===== config.mk =====
export PLATFORM = sky130hd
export DESIGN_NAME = mps_poll_sched
export DESIGN_NICKNAME = d
export VERILOG_FILES = /design/src/rtl/mps_pkg.sv /design/src/rtl/mps_us_timer.sv /design/src/rtl/mps_poll_ptr.sv /design/src/rtl/mps_fault_bank.sv /design/src/rtl/mps_poll_sched.sv
export SDC_FILE = /design/constraint.sdc
export NUM_CORES = 1
export LEC_CHECK = 0
export BUFFER_PORTS_ARGS = -buffer_cell sky130_fd_sc_hd__buf_2
export CAP_MARGIN = 30
export CORE_UTILIZATION = 40
export CTS_CLUSTER_SIZE = 24
export DETAILED_ROUTE_END_ITERATION = 6
export GPL_TIMING_DRIVEN = 0
export PLACE_DENSITY_LB_ADDON = 0.2
export REMOVE_ABC_BUFFERS = 1
export SLEW_MARGIN = 20
export SYNTH_ARGS = -nofsm -noshare
export SYNTH_HDL_FRONTEND = slang
export SYNTH_HIERARCHICAL = 1
export SYNTH_SLANG_ARGS = --single-unit
export TNS_END_PERCENT = 30

===== constraint.sdc =====
create_clock -name clk -period 5.3 [get_ports clk]
set_input_delay 0 -clock clk [delete_from_list [all_inputs] [get_ports clk]]
set_output_delay 0 -clock clk [all_outputs]
set_load 0.1 [all_outputs]

===== src/rtl/mps_pkg.sv =====
package mps_pkg;

    typedef enum logic [1:0] {
        FK_CHECK   = 2'd0,
        FK_HALT    = 2'd1,
        FK_DIGITAL = 2'd2,
        FK_MIXED   = 2'd3
    } frame_kind_e;

    typedef enum logic [2:0] {
        ST_IDLE  = 3'd0,
        ST_GUARD = 3'd1,
        ST_ISSUE = 3'd2,
        ST_SEND  = 3'd3,
        ST_WAIT  = 3'd4
    } sched_state_e;

    // Descriptor of the transaction currently owned by the scheduler
    typedef struct packed {
        frame_kind_e kind;
        logic        poll;   // originated by the poll walker, not by a command
    } xact_tag_t;

    // The microsecond timer counts only while guarding or waiting
    function automatic logic timer_runs(sched_state_e st);
        return (st == ST_GUARD) || (st == ST_WAIT);
    endfunction

endpackage


===== src/rtl/mps_us_timer.sv =====
module mps_us_timer #(
    parameter int CLK_PER_US = 50,
    parameter int US_W       = 14
) (
    input  logic            clk,
    input  logic            rst,
    input  logic            clr,
    input  logic            en,
    output logic [US_W-1:0] us_cnt
);
    localparam int DW = (CLK_PER_US > 1) ? $clog2(CLK_PER_US) : 1;
    localparam logic [DW-1:0] DIV_LAST = DW'(CLK_PER_US - 1);

    logic [DW-1:0] div_q;

    always_ff @(posedge clk) begin
        if (rst || clr) begin
            div_q  <= '0;
            us_cnt <= '0;
        end else if (en) begin
            if (div_q == DIV_LAST) begin
                div_q <= '0;
                if (us_cnt != '1) begin
                    us_cnt <= us_cnt + 1'b1;
                end
            end else begin
                div_q <= div_q + 1'b1;
            end
        end
    end
endmodule


===== src/rtl/mps_poll_ptr.sv =====
module mps_poll_ptr #(
    parameter int NUM = 8,
    parameter int AW  = 3
) (
    input  logic          clk,
    input  logic          rst,
    input  logic          adv,
    output logic [AW-1:0] ptr
);
    localparam logic [AW-1:0] LAST = AW'(NUM - 1);

    always_ff @(posedge clk) begin
        if (rst) begin
            ptr <= '0;
        end else if (adv) begin
            ptr <= (ptr == LAST) ? '0 : ptr + 1'b1;
        end
    end
endmodule


===== src/rtl/mps_fault_bank.sv =====
module mps_fault_bank #(
    parameter int NUM = 8,
    parameter int AW  = 3
) (
    input  logic           clk,
    input  logic           rst,
    input  logic           set,
    input  logic [AW-1:0]  set_addr,
    output logic [NUM-1:0] flags
);
    for (genvar g = 0; g < NUM; g++) begin : g_flag
        always_ff @(posedge clk) begin
            if (rst) begin
                flags[g] <= 1'b0;
            end else if (set && (set_addr == AW'(g))) begin
                flags[g] <= 1'b1;
            end
        end
    end
endmodule


===== src/rtl/mps_poll_sched.sv =====
module mps_poll_sched
    import mps_pkg::*;
#(
    parameter int NUM_PERIPH = 8,
    parameter int CLK_PER_US = 50,
    parameter int GUARD_US   = 139,
    parameter int TIMEOUT_US = 8888,
    parameter int MAX_RETRY  = 3,
    localparam int AW = (NUM_PERIPH > 1) ? $clog2(NUM_PERIPH) : 1
) (
    input  logic                  clk,
    input  logic                  rst,
    input  logic                  sched_tick,
    input  logic                  bus_idle,
    input  logic                  cmd_req,
    input  logic [1:0]            cmd_kind,
    input  logic [AW-1:0]         cmd_addr,
    output logic                  cmd_ack,
    output logic                  frame_start,
    output logic [1:0]            frame_kind,
    output logic [AW-1:0]         frame_addr,
    output logic                  frame_retry,
    input  logic                  frame_ready,
    input  logic                  tx_done,
    input  logic                  reply_valid,
    input  logic                  reply_crc_ok,
    output logic                  xact_done,
    output logic                  xact_ok,
    output logic [NUM_PERIPH-1:0] fault_flags
);
    localparam int LIMIT_US = (TIMEOUT_US > GUARD_US) ? TIMEOUT_US : GUARD_US;
    localparam int US_W     = $clog2(LIMIT_US + 1) + 1;
    localparam int RW       = $clog2(MAX_RETRY + 2);
    localparam logic [US_W-1:0] GUARD_LIM = US_W'(GUARD_US);
    localparam logic [US_W-1:0] TOUT_LIM  = US_W'(TIMEOUT_US);
    localparam logic [RW-1:0]   RETRY_LIM = RW'(MAX_RETRY);

    sched_state_e    state_q, state_d;
    xact_tag_t       tag_q;
    logic [AW-1:0]   addr_q;
    logic [RW-1:0]   retry_q;
    logic            done_q, ok_q;

    logic [US_W-1:0] us_cnt;
    logic [AW-1:0]   poll_ptr;
    logic            timer_clr, timer_en;
    logic            accept_cmd, start_poll, guard_met;
    logic            reply_good, expired, do_retry, give_up, finish;

    // ---------------- decisions ----------------
    always_comb begin
        accept_cmd = cmd_req && (((state_q == ST_IDLE) && sched_tick) ||
                                 (state_q == ST_GUARD));
        start_poll = (state_q == ST_IDLE) && sched_tick && !cmd_req;
        guard_met  = (state_q == ST_GUARD) && !cmd_req && bus_idle &&
                     (us_cnt >= GUARD_LIM);
        reply_good = (state_q == ST_WAIT) && reply_valid && reply_crc_ok;
        expired    = (state_q == ST_WAIT) && !reply_good && (us_cnt >= TOUT_LIM);
        do_retry   = expired && (retry_q < RETRY_LIM);
        give_up    = expired && !do_retry;
        finish     = reply_good || give_up;
        timer_en   = timer_runs(state_q);
        timer_clr  = !timer_en || ((state_q == ST_GUARD) && !bus_idle);
    end

    always_comb begin
        state_d = state_q;
        unique case (state_q)
            ST_IDLE: begin
                if (accept_cmd)      state_d = ST_ISSUE;
                else if (start_poll) state_d = ST_GUARD;
            end
            ST_GUARD: begin
                if (accept_cmd || guard_met) state_d = ST_ISSUE;
            end
            ST_ISSUE: begin
                if (frame_ready) state_d = ST_SEND;
            end
            ST_SEND: begin
                if (tx_done) state_d = ST_WAIT;
            end
            ST_WAIT: begin
                if (finish)        state_d = ST_IDLE;
                else if (do_retry) state_d = ST_ISSUE;
            end
            default: state_d = ST_IDLE;
        endcase
    end

    // ---------------- state and descriptor ----------------
    always_ff @(posedge clk) begin
        if (rst) begin
            state_q <= ST_IDLE;
            tag_q   <= '{kind: FK_CHECK, poll: 1'b0};
            addr_q  <= '0;
            retry_q <= '0;
            done_q  <= 1'b0;
            ok_q    <= 1'b0;
        end else begin
            state_q <= state_d;
            done_q  <= finish;
            ok_q    <= reply_good;
            if (accept_cmd) begin
                tag_q   <= '{kind: frame_kind_e'(cmd_kind), poll: 1'b0};
                addr_q  <= cmd_addr;
                retry_q <= '0;
            end else if (start_poll) begin
                tag_q   <= '{kind: FK_CHECK, poll: 1'b1};
                addr_q  <= poll_ptr;
                retry_q <= '0;
            end else if (do_retry) begin
                retry_q <= retry_q + 1'b1;
            end
        end
    end

    // ---------------- sub-blocks ----------------
    mps_us_timer #(
        .CLK_PER_US (CLK_PER_US),
        .US_W       (US_W)
    ) u_timer (
        .clk    (clk),
        .rst    (rst),
        .clr    (timer_clr),
        .en     (timer_en),
        .us_cnt (us_cnt)
    );

    mps_poll_ptr #(
        .NUM (NUM_PERIPH),
        .AW  (AW)
    ) u_ptr (
        .clk (clk),
        .rst (rst),
        .adv (finish && tag_q.poll),
        .ptr (poll_ptr)
    );

    mps_fault_bank #(
        .NUM (NUM_PERIPH),
        .AW  (AW)
    ) u_faults (
        .clk      (clk),
        .rst      (rst),
        .set      (give_up),
        .set_addr (addr_q),
        .flags    (fault_flags)
    );

    // ---------------- outputs ----------------
    assign cmd_ack     = accept_cmd;
    assign frame_start = (state_q == ST_ISSUE);
    assign frame_kind  = tag_q.kind;
    assign frame_addr  = addr_q;
    assign frame_retry = (retry_q != '0);
    assign xact_done   = done_q;
    assign xact_ok     = ok_q;
endmodule


==> impl_metrics.ini <==
[run_status]
outcome = complete, no violations

[timing]
setup_violations = 0
rsz0062_at_grt = false
hold_viol = 0
max_slew_margin_pct = 37.96
fin_setup_tns_ps = 0
finClkSkew_ps = 14.34
fmax_mhz = 361.5
tightest_slew_ps = 927.2
finalMaxSlewViolations = 0
min_period_ps = 2766
finalCritPeriodShare_pct = 52.19

[final_layout]
seq_area_um2 = 920.9
area_growth_pct = 13.94
layout-drive-gt1-share_pct = 19.11
multiInputGateArea_mm2 = 0.001415
fillerInstances = 588
diodes = 0
nets = 334

[drt]
post_drt_via_cell_ratio = 5.684
drtIter0Drc = 107
wire_per_inst_um = 14.40
ant_nets = 0
via_count = 2211
firstDrtPassIters = 4
drt-total-wl_mm = 5.601
drc_errors = 0

[cts]
numCtsBuffers = 5
postCtsResizedCells = 0
cts.sinks = 46
clock_path_buffers = 2
cts_max_level = 2
cts-root-buf = clkbuf_8
insertion_delay_ps = 300
cts_tree = built
path_clk_slew_ps = 100

[power_and_ir_drop]
p_sw_mw = 0.3334
clockPowerShare_pct = 25.4
switching_share_pct = 38.29
power_frac_comb_pct = 29.8
power.internal_mw = 0.5374
powerDensity_mw_per_mm2 = 310.8
pwr-share-seq_pct = 44.9
ir_drop_v = 0.0002054
power_mw = 0.8707
leakage_nw = 1.028

[setup_path]
reg2reg_from = u_timer/us_cnt[10]$_SDFFE_PP0P_
cp_max_fo = 6
cp_data_required_time_ps = 5540
startpoint = u_timer/us_cnt[10]$_SDFFE_PP0P_
cp_cell_sequence = or4_1 -> or4_4 -> a21o_1 -> a21oi_2 -> and2_1 -> or3b_1 -> a21oi_2
worstSetupStartpointType = register
slowest_delay_ps = 630
cp.arrival_ps = 3010
critical-path-top-delay-family = simple AND/OR/NAND/NOR gates
crit_type = register to register
crit_top_cell = a21oi_2
crit_slowest_cell = or4_1
crit_buf_inv = 0
end_kind = register

[floorplan]
io_pins = 32
dieWidth_um = 80.40
core_area_mm2 = 0.005921
die-area_mm2 = 0.006464
start_util_pct = 41.53
rows = 28
die_h_um = 80.40

[grt]
grt_max_degree = 34
grt_usage_pct = 18.02
antenna_found_initial = 0
grt_overflow = 0
grt_pass1_wl_mm = 9.052
grt_pass1_vias = 1910

[placement]
dp_hpwl_mm = 3.869
io_buffers = 31
routabilityCongestion = 0.8194

[synth]
avgSynthCellArea_um2 = 8.781
netlist_instances = 280
synthTopCellsByArea = dfxtp_1 (37%), mux2i_1 (4.5%), nor2_1 (4.0%)
synth_top_area_share_pct = 37.46
ys_ff_latch = 46
yosysUniqueCellTypes = 67
syn-cell-area_mm2 = 0.002459
synth_edf_count = 0
synth_area_leader_cell = dfxtp_1
synth_commonest_cells = dfxtp_1 (46), nor2_1 (26), nand2_1 (20), a21oi_1 (18), inv_1 (13)
yosysSeqAreaShare_pct = 37.46
synthMostInstantiatedCell = dfxtp_1
async_flop_share_pct = 0
yosys_warnings = 6
synthFlopType = dfxtp_1

[hold_path]
hp-class = primary input to register
worstHoldStart = sched_tick

[flow_run]
maxCapViolations = 0
registers in the layout, summed over array words and instances, names as in the netlist:
name	cells
state_q	3
xact_done	1
retry_q	3
u_faults/flags	8
xact_ok	1
u_timer/div_q	6
u_ptr/ptr	3
frame_addr	3
tag_q	1
frame_kind	2
u_timer/us_cnt	15
cell families after synthesis:
kind of cell | after synthesis | synth area share, %
fa+ha+maj | 7 | 3.562
compound gates | 61 | 18.07
simple gates | 122 | 28.85
buf+inv | 26 | 4.987
xor+xnor | 6 | 2.138
flops | 46 | 37.46
mux | 12 | 4.937
cells in the final DEF (no fill, tap or decap), types with 6 or more instances in the layout:
cell	instances
nor2_1	26
ha_1	7
a21oi_1	18
dlygate4sd3_1	7
nand4_1	6
dfxtp_1	46
nor3_1	12
or3_1	6
inv_1	13
mux2i_1	11
nand2b_1	7
buf_2	31
nand2_1	20
worst paths after layout:
check | cells after the start | slack [ps] | endpoint
worst max-delay path | 7 | 2530 | u_ptr/ptr[0]$_SDFFE_PP0P_
worst min-delay path | 3 | 30 | frame_addr[0]$_SDFFE_PP0P_
worst max register to register | 7 | 2530 | u_ptr/ptr[0]$_SDFFE_PP0P_
worst min register to register | 2 | 450 | u_faults/flags[1]$_SDFFE_PP0P_
power by group through the flow:
stage               combinational, mW  clock (mW)  sequential, mW
floorplan                       0.156           0           0.442
global placement                0.255           0           0.398
detailed placement              0.255           0           0.398
CTS                             0.259       0.230           0.390
global route                    0.280       0.245           0.396
finish                          0.259       0.221           0.391
repair_timing:
action,4_1_cts,5_1_grt
buffers inserted,0,0
hold buffers,7,0
hold endpoints to repair,6,0
final cells by class:
cell class / instances / area share [%]
clock inverter: 3 / 0.8933
tap: 75 / 3.350
sequential: 46 / 32.87
inverter: 14 / 1.876
timing repair buffer: 38 / 8.039
clock buffer: 5 / 2.456
multi-input combinational: 208 / 50.51
worst register-to-register path, stage by stage (launching register included):
cell	delay [ps]
dfxtp_1	370
or4_1	630
or4_4	590
a21o_1	200
a21oi_2	170
and2_1	220
or3b_1	380
a21oi_2	150
layer usage:
metal / up-vias / track usage (%) / share of wire [%]
met4: 0 / 6.786 / 1.7
met3: 10 / 3.750 / 4.2
met2: 56 / 25.51 / 44
met5: - / 0 / 0
li1: 1096 / - / -
met1: 1049 / 26.32 / 50
metrics by stage:
stage / setup slack, ps / util [%] / instance area (um^2) / instances / hold slack, ps
after detailed placement: 2572 / 44.55 / 2638 / 374 / 273.9
after global routing: 2313 / 47.32 / 2801 / 389 / 42.30
after global placement: 2604 / 44.55 / 2638 / 374 / 262.2
final: 2534 / 47.32 / 2801 / 389 / 31.58
after CTS: 2562 / 47.32 / 2801 / 389 / 22.28
after floorplan: 2765 / - / 2389 / 268 / 62.44
Note: power is estimated with default switching activity, not from simulation.
